--- src/rtl/mdio_mux_pkg.sv ---
package mdio_mux_pkg;
  localparam logic [11:0] OFS_EXT_RATE = 12'h000;
  localparam logic [11:0] OFS_INT_RATE = 12'h004;
  localparam logic [11:0] OFS_SCAN     = 12'h008;
  localparam logic [11:0] OFS_PARAM    = 12'h23C;
  localparam logic [11:0] OFS_RDATA    = 12'h240;
  localparam logic [11:0] OFS_ADDR     = 12'h244;
  localparam logic [11:0] OFS_CTRL     = 12'h248;
  localparam logic [11:0] OFS_STAT     = 12'h24C;

  localparam int OWN_BIT = 28;
  localparam int INT_BIT = 25;
  localparam int C45_BIT = 21;
  localparam int RATE_HI = 16;

  localparam logic [1:0] CMD_CLR = 2'd0;
  localparam logic [1:0] CMD_WR  = 2'd1;
  localparam logic [1:0] CMD_RD  = 2'd2;

  typedef struct packed {
    logic        rd;
    logic        c45;
    logic        int_sel;
    logic [2:0]  bus_id;
    logic [4:0]  phy;
    logic [15:0] wdata;
    logic [20:0] addr;
  } job_t;

  function automatic logic [63:0] mk_frame(logic [1:0] st, logic [1:0] op,
                                           logic [4:0] pa, logic [4:0] ra,
                                           logic [15:0] d);
    return {32'hFFFF_FFFF, st, op, pa, ra, 2'b10, d};
  endfunction
endpackage

--- src/rtl/mdio_mux_regs.sv ---
module mdio_mux_regs
  import mdio_mux_pkg::*;
#(
  parameter int DIV_W = 10,
  parameter int DVD_W = 6
) (
  input  logic             clk_i,
  input  logic             rst_ni,
  input  logic             wr_i,
  input  logic [11:0]      addr_i,
  input  logic [31:0]      wdata_i,
  input  logic             busy_i,
  input  logic             fin_i,
  input  logic [15:0]      rd16_i,
  output logic [31:0]      rdata_o,
  output logic             start_o,
  output job_t             job_o,
  output logic [DIV_W-1:0] int_div_o,
  output logic [DVD_W-1:0] int_dvd_o,
  output logic [DIV_W-1:0] ext_div_o,
  output logic [DVD_W-1:0] ext_dvd_o,
  output logic             own_o,
  output logic             done_o
);
  logic [DIV_W-1:0] ext_div_q, int_div_q;
  logic [DVD_W-1:0] ext_dvd_q, int_dvd_q;
  logic             own_q, done_q;
  logic [31:0]      param_q, addr_q;
  logic             ctrl_wr, clr;

  assign ctrl_wr = wr_i && (addr_i == OFS_CTRL);
  assign clr     = ctrl_wr && (wdata_i[1:0] == CMD_CLR);
  assign start_o = ctrl_wr && !busy_i &&
                   (wdata_i[1:0] == CMD_WR || wdata_i[1:0] == CMD_RD);

  always_ff @(posedge clk_i or negedge rst_ni) begin
    if (!rst_ni) begin
      ext_div_q <= '0;
      ext_dvd_q <= '0;
      int_div_q <= '0;
      int_dvd_q <= '0;
      own_q     <= 1'b0;
      param_q   <= '0;
      addr_q    <= '0;
      done_q    <= 1'b0;
    end else begin
      if (wr_i) begin
        case (addr_i)
          OFS_EXT_RATE: begin
            ext_div_q <= wdata_i[DIV_W-1:0];
            ext_dvd_q <= wdata_i[RATE_HI +: DVD_W];
          end
          OFS_INT_RATE: begin
            int_div_q <= wdata_i[DIV_W-1:0];
            int_dvd_q <= wdata_i[RATE_HI +: DVD_W];
          end
          OFS_SCAN:  own_q   <= wdata_i[OWN_BIT];
          OFS_PARAM: param_q <= wdata_i;
          OFS_ADDR:  addr_q  <= wdata_i;
          default: ;
        endcase
      end
      // completion outranks a clear in the same cycle
      if (fin_i)        done_q <= 1'b1;
      else if (clr)     done_q <= 1'b0;
      else if (start_o) done_q <= 1'b0;
    end
  end

  always_comb begin
    case (addr_i)
      OFS_EXT_RATE: rdata_o = 32'(ext_div_q) | (32'(ext_dvd_q) << RATE_HI);
      OFS_INT_RATE: rdata_o = 32'(int_div_q) | (32'(int_dvd_q) << RATE_HI);
      OFS_SCAN:     rdata_o = 32'(own_q) << OWN_BIT;
      OFS_PARAM:    rdata_o = param_q;
      OFS_RDATA:    rdata_o = {16'h0, rd16_i};
      OFS_ADDR:     rdata_o = addr_q;
      OFS_STAT:     rdata_o = {31'h0, done_q};
      default:      rdata_o = '0;
    endcase
  end

  always_comb begin
    job_o.rd      = (wdata_i[1:0] == CMD_RD);
    job_o.c45     = param_q[C45_BIT];
    job_o.int_sel = param_q[INT_BIT];
    job_o.bus_id  = param_q[24:22];
    job_o.phy     = param_q[20:16];
    job_o.wdata   = param_q[15:0];
    job_o.addr    = addr_q[20:0];
  end

  assign int_div_o = int_div_q;
  assign int_dvd_o = int_dvd_q;
  assign ext_div_o = ext_div_q;
  assign ext_dvd_o = ext_dvd_q;
  assign own_o     = own_q;
  assign done_o    = done_q;
endmodule

--- src/rtl/mdio_mux_clkgen.sv ---
module mdio_mux_clkgen #(
  parameter int DIV_W = 10,
  parameter int DVD_W = 6
) (
  input  logic             clk_i,
  input  logic             rst_ni,
  input  logic             en_i,
  input  logic [DIV_W-1:0] div_i,
  input  logic [DVD_W-1:0] dvd_i,
  output logic             tick_o
);
  localparam int HW = DIV_W + DVD_W + 1;

  logic [HW-1:0] half_len, cnt_q;
  logic [DIV_W-1:0] div_eff;

  assign div_eff  = (div_i == '0) ? DIV_W'(1) : div_i;
  assign half_len = HW'(div_eff) * (HW'(dvd_i) + HW'(1));
  assign tick_o   = en_i && (cnt_q == half_len - HW'(1));

  always_ff @(posedge clk_i or negedge rst_ni) begin
    if (!rst_ni)      cnt_q <= '0;
    else if (!en_i)   cnt_q <= '0;
    else if (tick_o)  cnt_q <= '0;
    else              cnt_q <= cnt_q + HW'(1);
  end
endmodule

--- src/rtl/mdio_mux_engine.sv ---
module mdio_mux_engine
  import mdio_mux_pkg::*;
(
  input  logic        clk_i,
  input  logic        rst_ni,
  input  logic        start_i,
  input  job_t        job_i,
  input  logic        tick_i,
  input  logic        din_i,
  output logic        busy_o,
  output logic        fin_o,
  output logic        mdc_o,
  output logic        mdo_o,
  output logic        oe_o,
  output logic [15:0] rdata_o,
  output job_t        job_o
);
  logic        busy_q, mdc_q, second_q;
  logic [5:0]  bit_q;
  logic [63:0] sh_q;
  logic [15:0] rsh_q, rd_q;
  job_t        job_q;
  logic        rd_frame, last_frame;

  function automatic logic [63:0] first_frame(job_t j);
    if (j.c45) return mk_frame(2'b00, 2'b00, j.phy, j.addr[20:16], j.addr[15:0]);
    return mk_frame(2'b01, j.rd ? 2'b10 : 2'b01, j.phy, j.addr[4:0],
                    j.rd ? 16'hFFFF : j.wdata);
  endfunction

  function automatic logic [63:0] second_frame(job_t j);
    return mk_frame(2'b00, j.rd ? 2'b11 : 2'b01, j.phy, j.addr[20:16],
                    j.rd ? 16'hFFFF : j.wdata);
  endfunction

  assign last_frame = !job_q.c45 || second_q;
  assign rd_frame   = job_q.rd && last_frame;
  assign fin_o      = busy_q && tick_i && mdc_q && (bit_q == 6'd63) && last_frame;

  always_ff @(posedge clk_i or negedge rst_ni) begin
    if (!rst_ni) begin
      busy_q   <= 1'b0;
      mdc_q    <= 1'b0;
      second_q <= 1'b0;
      bit_q    <= '0;
      sh_q     <= '0;
      rsh_q    <= '0;
      rd_q     <= '0;
      job_q    <= '0;
    end else if (start_i) begin
      busy_q   <= 1'b1;
      mdc_q    <= 1'b0;
      second_q <= 1'b0;
      bit_q    <= '0;
      job_q    <= job_i;
      sh_q     <= first_frame(job_i);
    end else if (busy_q && tick_i) begin
      if (!mdc_q) begin
        mdc_q <= 1'b1;
        if (rd_frame && bit_q >= 6'd48) rsh_q <= {rsh_q[14:0], din_i};
      end else begin
        mdc_q <= 1'b0;
        if (bit_q == 6'd63) begin
          bit_q <= '0;
          if (!last_frame) begin
            second_q <= 1'b1;
            sh_q     <= second_frame(job_q);
          end else begin
            busy_q <= 1'b0;
            if (job_q.rd) rd_q <= rsh_q;
          end
        end else begin
          bit_q <= bit_q + 6'd1;
          sh_q  <= {sh_q[62:0], 1'b0};
        end
      end
    end
  end

  assign busy_o  = busy_q;
  assign mdc_o   = mdc_q;
  assign mdo_o   = sh_q[63];
  assign oe_o    = busy_q && !(rd_frame && bit_q >= 6'd46);
  assign rdata_o = rd_q;
  assign job_o   = job_q;
endmodule

--- src/rtl/mdio_mux_pins.sv ---
module mdio_mux_pins #(
  parameter int N_INT = 4,
  parameter int N_EXT = 4,
  localparam int NB   = N_INT + N_EXT
) (
  input  logic          busy_i,
  input  logic          int_sel_i,
  input  logic [2:0]    bus_id_i,
  input  logic          own_i,
  input  logic          mdc_i,
  input  logic          mdo_i,
  input  logic          oe_i,
  input  logic [NB-1:0] din_i,
  output logic [NB-1:0] mdc_o,
  output logic [NB-1:0] mdio_o,
  output logic [NB-1:0] mdio_oe_o,
  output logic          din_o
);
  logic [NB-1:0] hit;

  for (genvar g = 0; g < NB; g++) begin : g_bus
    localparam bit IS_INT = (g < N_INT);
    localparam int ID     = IS_INT ? g : g - N_INT;
    assign hit[g]       = busy_i && (int_sel_i == IS_INT) && (bus_id_i == 3'(ID)) &&
                          (IS_INT || own_i);
    assign mdc_o[g]     = hit[g] & mdc_i;
    assign mdio_oe_o[g] = hit[g] & oe_i;
    assign mdio_o[g]    = hit[g] & oe_i & mdo_i;
  end

  assign din_o = |(hit & din_i);
endmodule

--- src/rtl/mdio_mux_master.sv ---
module mdio_mux_master
  import mdio_mux_pkg::*;
#(
  parameter int N_INT = 4,
  parameter int N_EXT = 4,
  parameter int DIV_W = 10,
  parameter int DVD_W = 6,
  localparam int NBUS = N_INT + N_EXT
) (
  input  logic            clk_i,
  input  logic            rst_ni,
  input  logic            reg_wr_i,
  input  logic [11:0]     reg_addr_i,
  input  logic [31:0]     reg_wdata_i,
  output logic [31:0]     reg_rdata_o,
  output logic [NBUS-1:0] mdc_o,
  output logic [NBUS-1:0] mdio_o,
  output logic [NBUS-1:0] mdio_oe_o,
  input  logic [NBUS-1:0] mdio_i
);
  logic             start_w, busy_w, fin_w, done_w, tick_w, own_w;
  logic             mdc_w, mdo_w, oe_w, din_w;
  logic [15:0]      rd16_w;
  job_t             new_job, cur_job;
  logic [DIV_W-1:0] int_div, ext_div, div_sel;
  logic [DVD_W-1:0] int_dvd, ext_dvd, dvd_sel;

  mdio_mux_regs #(.DIV_W(DIV_W), .DVD_W(DVD_W)) regs_i (
    .clk_i, .rst_ni,
    .wr_i(reg_wr_i), .addr_i(reg_addr_i), .wdata_i(reg_wdata_i),
    .busy_i(busy_w), .fin_i(fin_w), .rd16_i(rd16_w),
    .rdata_o(reg_rdata_o), .start_o(start_w), .job_o(new_job),
    .int_div_o(int_div), .int_dvd_o(int_dvd),
    .ext_div_o(ext_div), .ext_dvd_o(ext_dvd),
    .own_o(own_w), .done_o(done_w)
  );

  assign div_sel = cur_job.int_sel ? int_div : ext_div;
  assign dvd_sel = cur_job.int_sel ? int_dvd : ext_dvd;

  mdio_mux_clkgen #(.DIV_W(DIV_W), .DVD_W(DVD_W)) clkgen_i (
    .clk_i, .rst_ni, .en_i(busy_w), .div_i(div_sel), .dvd_i(dvd_sel), .tick_o(tick_w)
  );

  mdio_mux_engine engine_i (
    .clk_i, .rst_ni, .start_i(start_w), .job_i(new_job), .tick_i(tick_w),
    .din_i(din_w), .busy_o(busy_w), .fin_o(fin_w), .mdc_o(mdc_w),
    .mdo_o(mdo_w), .oe_o(oe_w), .rdata_o(rd16_w), .job_o(cur_job)
  );

  mdio_mux_pins #(.N_INT(N_INT), .N_EXT(N_EXT)) pins_i (
    .busy_i(busy_w), .int_sel_i(cur_job.int_sel), .bus_id_i(cur_job.bus_id),
    .own_i(own_w), .mdc_i(mdc_w), .mdo_i(mdo_w), .oe_i(oe_w), .din_i(mdio_i),
    .mdc_o, .mdio_o, .mdio_oe_o, .din_o(din_w)
  );
endmodule

--- config.mk ---
export PLATFORM = sky130hd
export DESIGN_NAME = mdio_mux_master
export DESIGN_NICKNAME = d
export VERILOG_FILES = /design/src/rtl/mdio_mux_pkg.sv /design/src/rtl/mdio_mux_regs.sv /design/src/rtl/mdio_mux_clkgen.sv /design/src/rtl/mdio_mux_engine.sv /design/src/rtl/mdio_mux_pins.sv /design/src/rtl/mdio_mux_master.sv
export SDC_FILE = /design/constraint.sdc
export NUM_CORES = 1
export LEC_CHECK = 0
export BUFFER_PORTS_ARGS = -buffer_cell sky130_fd_sc_hd__buf_2
export CORE_MARGIN = 2
export CORE_UTILIZATION = 57
export CTS_BUF_LIST = sky130_fd_sc_hd__clkbuf_8
export CTS_CLUSTER_DIAMETER = 200
export DETAILED_ROUTE_END_ITERATION = 10
export HOLD_SLACK_MARGIN = 0.15
export PLACE_DENSITY = 0.78
export SYNTH_ARGS = -nofsm -noshare
export SYNTH_HDL_FRONTEND = slang
export SYNTH_SLANG_ARGS = --single-unit
--- constraint.sdc ---
create_clock -name clk_i -period 8.8 [get_ports clk_i]
set_input_delay 1.76 -clock clk_i [delete_from_list [all_inputs] [get_ports clk_i]]
set_output_delay 1.76 -clock clk_i [all_outputs]
set_load 0.02 [all_outputs]
==> summary.txt, run 1 <==
run status: finished, final reports clean
adder-cell area share of the yosys netlist: 10.10%
launch instance of the worst min-delay path: engine_i.job_o[30]
DRC violation count after routing: 0
type of the setup path with the least slack: flip-flop to flip-flop
global router's overall resource usage: 27.74%
post-synth design cell area: 14420 µm²
TritonCTS buffer count: 43
number of buffers inserted by post-CTS setup repair: 0
maximum fanout count along the critical path: 33
YS warnings: 0
Std-Cell Rows: 58
Unique masters post-synth: 72
cell area after placement: 15240 µm²
per-cell via count in the routed design: 6.005
number of instances on the worst hold path: 2
simple-gate area share of the yosys netlist: 16.96%
final RePlAce weighted congestion: 0.9285
number of stages on the worst setup path: 22
worst setup slack after placement: 727.6 ps
uppermost layer routed: met5
clock latency of the later-clocked register in the worst-skew pair: 560 ps
clock tree from TritonCTS: built
R2R setup slack: 610 ps
worst slew margin relative to its limit: 18.38%
ratio of cells with drive above 1 in the final layout: 22.01%
final core utilization: 64.21%
launch point of the worst reg-to-reg path: engine_i.job_o[45]
number of levels in the clock H-tree: 2
Critical Path Sink Type: flip-flop
post-route clock period utilization: 93.10%
post-detailed-route count of antenna-violating nets: 0
actual transition at the worst max-transition pin: 1215 ps
kind of cell adding the most delay to the critical path: adder cells
layout overhead on the synthesized area: 11.47%
average instance area after synthesis: 10.04 µm²
Setup-failing EPs final: 0
final critical-path setup slack: 607.5 ps
antenna violations before repair: 2
placed wire-length estimate: 24.60 mm
sequential share of the synthesized area: 43.72%
Die X: 163.1 µm
Post-synth EDFFs: 0
maximum number of pins on one net before global-route repair: 118
destination of the worst register-to-register timing path: engine_i.sh_q[39]
post-DR wirelength/cell: 19.11 µm
met2 layer wire length in the routed design: 16.47 mm
share of flip-flops with an asynchronous set or reset after synthesis: 100.0%
Starting Density: 57.61%
met1 wire length: 15.64 mm
input/output buffers: 110
Critical Path Source Type: flip-flop
Post-Layout Inst Area: 16080 µm²
XOR/XNOR Fraction of Synth Area: 2.672%
die height: 163.1 µm
Yosys top cell area share: 43.72%
maximum clock frequency: 0.1221 GHz
master of the slowest instance on the critical path: or4b_2
first-pass GRT wire length: 58.62 mm
Routed WL: 36.03 mm
mux cell area share after synthesis: 12.45%
number of clock sinks seen by CTS: 252
PostCTS Resize Cnt: 0
Gate Count Post-Synth: 1436
minimum clock period after layout: 8192 ps
clock tree root buffer cell: clkbuf_8
dominant combinational cell family by area after synthesis: simple AND/OR/NAND/NOR gates
setup TNS: 0 ps
core area: 25040 µm²
number of global-route vias before repair: 11249
number of cells in the design after placement: 1810
Via Count: 11319
Static Leak: 7.720 nW
sum of overflow across all layers after global routing: 0
data required time at the worst endpoint: 9180 ps
Post-CTS Hold Fix Bufs: 0
cells along the critical path: mux2i_1, buf_4, inv_1, ha_1, nand2_1, xor2_1, nand2_1, fa_1, fa_1, fa_1, fa_1, inv_1, ha_1, a21o_1, a221oi_2, nand2_1, a2111oi_2, o2111ai_1, or4b_2, buf_4, nor3_1, o21ai_0
worst reg2reg path depth: 22
Worst path max stage delay: 1090 ps
number of buffers between clock root and the deepest sink: 3
die footprint: 26590 µm²
Finished Layout Cells: 1885
post-layout net count: 1670
Synthesized Nets: 1581
primary flip-flop cell chosen by synthesis mapping: dfrtp_1
RSZ-0062 raised after global routing: false
cell taking the most area after synthesis: dfrtp_1
iteration-0 DRC count of the detailed router: 1181
fin. max-slew vios: 0
peak supply drop: 0.1311 mV
met3 routed wirelength: 3.061 mm
count of state elements after synthesis: 252
endpoint of the worst hold path: engine_i.job_o[30]
power density normalized to cell area: 143.2 nW/µm²
class of the tightest hold or removal check: flip-flop to flip-flop
arrival time of the worst setup path: 8570 ps
compound-cell area share of the yosys netlist: 10.32%
clock skew: 17.43 ps
I/O pins: 111
CP bufs+invs: 4
Clock transition at path regs: 70 ps
Fin. Hold Viols: 0
most area-consuming cells after synthesis: dfrtp_1, mux2_2, fa_1
most frequent CP cell: fa_1
First-pass DRT Iterations: 7
Max-Cap Viols: 0
placed cells by master, fill, tap and decap left out, drive strengths merged, types with 33 or more instances in the layout:
cell / count
mux2: 147
inv: 74
nor3: 52
buf: 129
o21ai: 83
nand2: 233
nor2: 93
ha: 46
dfrtp: 252
nand3: 33
clkbuf: 52
fa: 44
worst max-delay path by stage:
stage                                   from             endpoint  slack, ps
after floorplan           engine_i.job_o[45]   engine_i.rsh_q[10]       1910
after global placement    engine_i.job_o[45]    engine_i.sh_q[23]        950
after detailed placement  engine_i.job_o[45]    engine_i.sh_q[23]        730
after CTS                 engine_i.job_o[45]    engine_i.sh_q[39]        700
after global routing      engine_i.job_o[45]  engine_i.rdata_o[3]          2
final                     engine_i.job_o[45]    engine_i.sh_q[39]        610
cells in the mapped netlist (3+ instances only):
library cell	instances
xnor2_1	29
a21oi_1	24
nor2b_1	8
and2_1	24
inv_1	55
a22oi_1	13
o21ai_0	82
nand4_1	10
a31oi_1	8
o221ai_1	3
clkbuf_1	71
o21a_1	4
mux2i_1	14
a22o_1	9
ha_1	46
o2111ai_1	3
a21o_1	6
dfrtp_1	252
mux2_2	137
o211ai_1	14
nor2_1	92
a222oi_1	21
buf_4	3
buf_1	8
mux2_1	10
nor4_1	7
or3_1	31
and3_1	15
nand2b_1	6
a221o_1	3
nand2_1	233
nor3_1	51
o311ai_0	5
xor2_1	15
nand3_1	33
fa_1	44
buf_2	3
flip-flops by register name, indices dropped and copies added (netlist names), 6 cells and up:
register and count:
regs_i.param_q 32, engine_i.job_o 32, engine_i.rdata_o 16, engine_i.bit_q 6, clkgen_i.cnt_q 17, regs_i.int_dvd_o 6
regs_i.ext_dvd_o 6, engine_i.rsh_q 16, regs_i.int_div_o 10, regs_i.addr_q 32, regs_i.ext_div_o 10, engine_i.sh_q 64
metal layers:
layer  vias up  global-route usage [%]
met1      5586                   38.79
met4         2                   8.528
li1       5216                       -
met2       437                   43.05
met3        78                   6.932
met5         -                       0
kinds of logic after synthesis:
| logic type | count (synthesis) |
|---|---|
| adder cells (fa/ha/maj) | 90 |
| flip-flops | 252 |
| multiplexers | 161 |
| AO/OA/AOI/OAI | 219 |
| buffers and inverters | 141 |
| XOR/XNOR | 44 |
| AND/OR/NAND/NOR | 529 |
report_power, final:
part / switching (W) / total, W / internal [W]
clock: 0.000478 / 0.00102 / 0.000540
combinational: 0.0000692 / 0.000109 / 0.0000402
sequential: 0.00000745 / 0.00117 / 0.00117
total: 0.000555 / 0.00230 / 0.00175
final cells by class:
cell class,count,area (µm²)
clock inverters,22,116.4
repair buffers,129,703.2
diodes,1,2.502
multi-input cells,1043,7610
inverters,56,210.2
fillers,2039,8960
clock buffers,52,715.7
well taps,330,412.9
flip-flops and latches,252,6306
worst min-delay path, delay by kind of cell (launching register included):
kind | cells | cell delay [ps]
and+or+nand+nor | 2 | 100
DFF | 1 | 330
stage by stage:
step / power (W) / hold WS (ps)
floorplan: 0.001247 / 437.5
global placement: 0.001302 / 453.1
detailed placement: 0.001305 / 457.1
CTS: 0.002321 / 471.0
global route: 0.002390 / 487.7
finish: 0.002303 / 467.5
(Power assumes the default switching activity.)
==> run 2: changes to the inputs <==
--- a/config.mk
+++ b/config.mk
@@ -5,6 +5,7 @@
 export SDC_FILE = /design/constraint.sdc
 export NUM_CORES = 1
 export LEC_CHECK = 0
+export ABC_AREA = 1
 export BUFFER_PORTS_ARGS = -buffer_cell sky130_fd_sc_hd__buf_2
 export CORE_MARGIN = 2
 export CORE_UTILIZATION = 57
==> run 2 against run 1 <==
- clock power up 15%
- core utilization up 0.32 points
- critical path depth up 10
- global-route usage up 1.3 points
- first-iteration DRC count down 1.5%
- clock skew up 25 ps
- non-clock buffer count down 11
- wire length up 11%
- total power up 31%
- synthesized cell count up 38%
- worst setup slack better by 540 ps
- highest routed layer is now met4
- critical path type unchanged
- sequential cell count unchanged
==> summary.txt, run 2 <==
type of the setup path with the least slack: flip-flop to flip-flop (unchanged)
iteration-0 DRC count of the detailed router: 1163 (was 1181)
TritonCTS buffer count: 44 (was 43)
kind of cell adding the most delay to the critical path: adder cells (unchanged)
number of clock sinks seen by CTS: 252 (unchanged)
most common cell in the netlist: nand2_1 (was dfrtp_1)
launch instance of the worst min-delay path: engine_i.rdata_o[4] (was engine_i.job_o[30])
peak supply drop: 0.1344 mV (was 0.1311 mV)
First-pass DRT Iterations: 5 (was 7)
Hold Slack: 471.5 ps (was 467.5 ps)
clock skew: 42.03 ps (was 17.43 ps)
Unique masters post-synth: 50 (was 72)
Post-synth EDFFs: 0 (unchanged)
clock tree from TritonCTS: built (unchanged)
Worst path max stage delay: 870 ps (was 1090 ps)
power density normalized to cell area: 178.7 nW/µm² (was 143.2 nW/µm²)
sequential share of the synthesized area: 41.31% (was 43.72%)
arrival time of the worst setup path: 8090 ps (was 8570 ps)
cell taking the most area after synthesis: dfrtp_1 (unchanged)
core area: 26210 µm² (was 25040 µm²)
Synthesized Nets: 2120 (was 1581)
maximum clock frequency: 0.1307 GHz (was 0.1221 GHz)
Starting Density: 58.25% (was 57.61%)
Yosys top cell area share: 41.31% (was 43.72%)
Critical Path Sink Type: flip-flop (unchanged)
Via Count: 13342 (was 11319)
most common cell after layout, fill and taps aside: nand2_1 (was dfrtp_1)
RSZ-0062 raised after global routing: false (unchanged)
average instance area after synthesis: 7.729 µm² (was 10.04 µm²)
final RePlAce weighted congestion: 0.9290 (was 0.9285)
share of flip-flops with an asynchronous set or reset after synthesis: 100.0% (unchanged)
top library cells by usage in the layout, fill and taps aside: nand2_1, inv_1, dfrtp_1 (was dfrtp_1, nand2_1, mux2_2)
Max-Cap Viols: 0 (unchanged)
Static Leak: 8.562 nW (was 7.720 nW)
Storage cell area: 6306 µm² (unchanged)
worst reg2reg path depth: 32 (was 22)
CP bufs+invs: 6 (was 4)
Std-Cell Rows: 59 (was 58)
YS warnings: 0 (unchanged)
input/output buffers: 110 (unchanged)
number of buffers inserted by post-CTS setup repair: 0 (unchanged)
Critical Path Source Type: flip-flop (unchanged)
maximum number of pins on one net before global-route repair: 166 (was 118)
total design power: 0.003022 W (was 0.002303 W)
per-cell via count in the routed design: 5.488 (was 6.005)
Clock transition at path regs: 60 ps (was 70 ps)
most frequent CP cell: nand2_1 (was fa_1)
first-pass GRT wire length: 65.73 mm (was 58.62 mm)
data required time at the worst endpoint: 9240 ps (was 9180 ps)
post-synth design cell area: 15260 µm² (was 14420 µm²)
layout overhead on the synthesized area: 10.79% (was 11.47%)
max reg flops: 64 (unchanged)
maximum fanout count along the critical path: 84 (was 33)
DRC violation count after routing: 0 (unchanged)
post-route clock period utilization: 86.98% (was 93.10%)
number of instances on the worst hold path: 2 (unchanged)
setup TNS: 0 ps (unchanged)
primary flip-flop cell chosen by synthesis mapping: dfrtp_1 (unchanged)
master of the slowest instance on the critical path: dfrtp_1 (was or4b_2)
I/O pins: 111 (unchanged)
post-DR wirelength/cell: 16.51 µm (was 19.11 µm)
placed wire-length estimate: 28.53 mm (was 24.60 mm)
number of levels in the clock H-tree: 2 (unchanged)
destination of the worst register-to-register timing path: engine_i.sh_q[49] (was engine_i.sh_q[39])
launch point of the worst reg-to-reg path: engine_i.job_o[45] (unchanged)
minimum clock period after layout: 7654 ps (was 8192 ps)
count of state elements after synthesis: 252 (unchanged)
R2R setup slack: 1150 ps (was 610 ps)
total of fill cells in the finished design: 2306 (was 2039)
most area-consuming cells after synthesis: dfrtp_1, nand2_1, inv_1 (was dfrtp_1, mux2_2, fa_1)
number of buffers between clock root and the deepest sink: 3 (unchanged)
die height: 167.6 µm (was 163.1 µm)
register name with the most flops: engine_i.sh_q (unchanged)
number of global-route vias before repair: 12921 (was 11249)
Routed WL: 40.13 mm (was 36.03 mm)
global router's overall resource usage: 29.08% (was 27.74%)
sum of overflow across all layers after global routing: 0 (unchanged)
Die X: 167.6 µm (was 163.1 µm)
endpoint of the worst hold path: engine_i.rdata_o[4] (was engine_i.job_o[30])
worst slew margin relative to its limit: 22.38% (was 18.38%)
actual transition at the worst max-transition pin: 1155 ps (was 1215 ps)
run status: finished, final reports clean (unchanged)
clock latency of the later-clocked register in the worst-skew pair: 590 ps (was 560 ps)
die footprint: 28100 µm² (was 26590 µm²)
ant diodes: 0 (was 1)
PostCTS Resize Cnt: 0 (unchanged)
ratio of cells with drive above 1 in the final layout: 10.16% (was 22.01%)
fin. max-slew vios: 0 (unchanged)
Post-CTS Hold Fix Bufs: 0 (unchanged)
Gate Count Post-Synth: 1975 (was 1436)
clock tree root buffer cell: clkbuf_8 (unchanged)
Setup-failing EPs final: 0 (unchanged)
post-detailed-route count of antenna-violating nets: 0 (unchanged)
Fin. Hold Viols: 0 (unchanged)
antenna violations before repair: 1 (was 2)
class of the tightest hold or removal check: flip-flop to flip-flop (unchanged)
area of the multi-input gates: 7163 µm² (was 7610 µm²)
most common library cells after synthesis: nand2_1, inv_1, dfrtp_1 (was dfrtp_1, nand2_1, mux2_2)
post-layout net count: 2208 (was 1670)
[run 2: changes by cell type after synthesis, moves of 82 or more]
cell,before,now
inv_1,55,367
nand2_1,233,534
mux2_2,137,0
o21ai_0,82,168
o21ai_1,1,83
[run 2: cell families (layout without fill, tap and decap cells)]
group	count (synthesis)	in the layout	synth area share, %
multiplexers	17	17	1.115
AO/OA/AOI/OAI	355	355	13.41
flip-flops	252	252	41.31
XOR/XNOR	25	25	1.434
adder cells (fa/ha/maj)	90	90	9.541
AND/OR/NAND/NOR	786	786	21.27
buffers and inverters	450	571	11.92
[run 2: through the flow]
stage	util [%]	worst slack, ps	std cells	instance area, µm²
2_1_floorplan	-	3016	1975	15260
3_3_place_gp	60.82	1458	2352	15940
3_5_place_dp	60.82	1275	2352	15940
4_1_cts	64.53	1217	2431	16910
5_1_grt	64.53	498.7	2431	16910
6_report	64.53	1146	2431	16910
[run 2: area by class of cell]
type / instances / area share [%]
Inverter: 374 / 8.301
Sequential cell: 252 / 37.29
Clock buffer: 57 / 4.639
Clock inverter: 22 / 1.117
Timing Repair Buffer: 118 / 3.818
Tap cell: 335 / 2.479
Multi-Input combinational cell: 1273 / 42.36
[run 2: power by group]
group	internal, W	switching [W]
Combinational	0.000197	0.000308
Sequential	0.00128	0.0000711
Clock	0.000672	0.000498
Total	0.00215	0.000877
[run 2: worst reg2reg max path: cells and delay by family, from the launching register on]
family / cells / cell delay, ps
buffers and inverters: 6 / 1130
AND/OR/NAND/NOR: 18 / 2460
adder cells (fa/ha/maj): 6 / 2730
flip-flops: 1 / 870
AO/OA/AOI/OAI: 2 / 360
[run 2: routing by layer]
| layer | wire length, µm | track usage (%) | vias up |
|---|---|---|---|
| met5 | 0 | 0 | - |
| met2 | 17960 | 46.11 | 529 |
| li1 | - | - | 6428 |
| met1 | 17720 | 39.99 | 6275 |
| met4 | 1763 | 12.78 | 0 |
| met3 | 2688 | 4.514 | 110 |
[run 2: worst max-delay path by stage]
stage / startpoint / slack [ps] / cells past startpoint / to
final: engine_i.job_o[45] / 1150 / 32 / engine_i.sh_q[49]
after global routing: engine_i.job_o[45] / 500 / 32 / engine_i.sh_q[32]
after CTS: engine_i.job_o[45] / 1220 / 32 / engine_i.sh_q[49]
after detailed placement: engine_i.job_o[45] / 1280 / 32 / engine_i.sh_q[47]
after global placement: engine_i.job_o[45] / 1460 / 30 / engine_i.sh_q[51]
after floorplan: engine_i.job_o[45] / 3020 / 32 / engine_i.rdata_o[10]
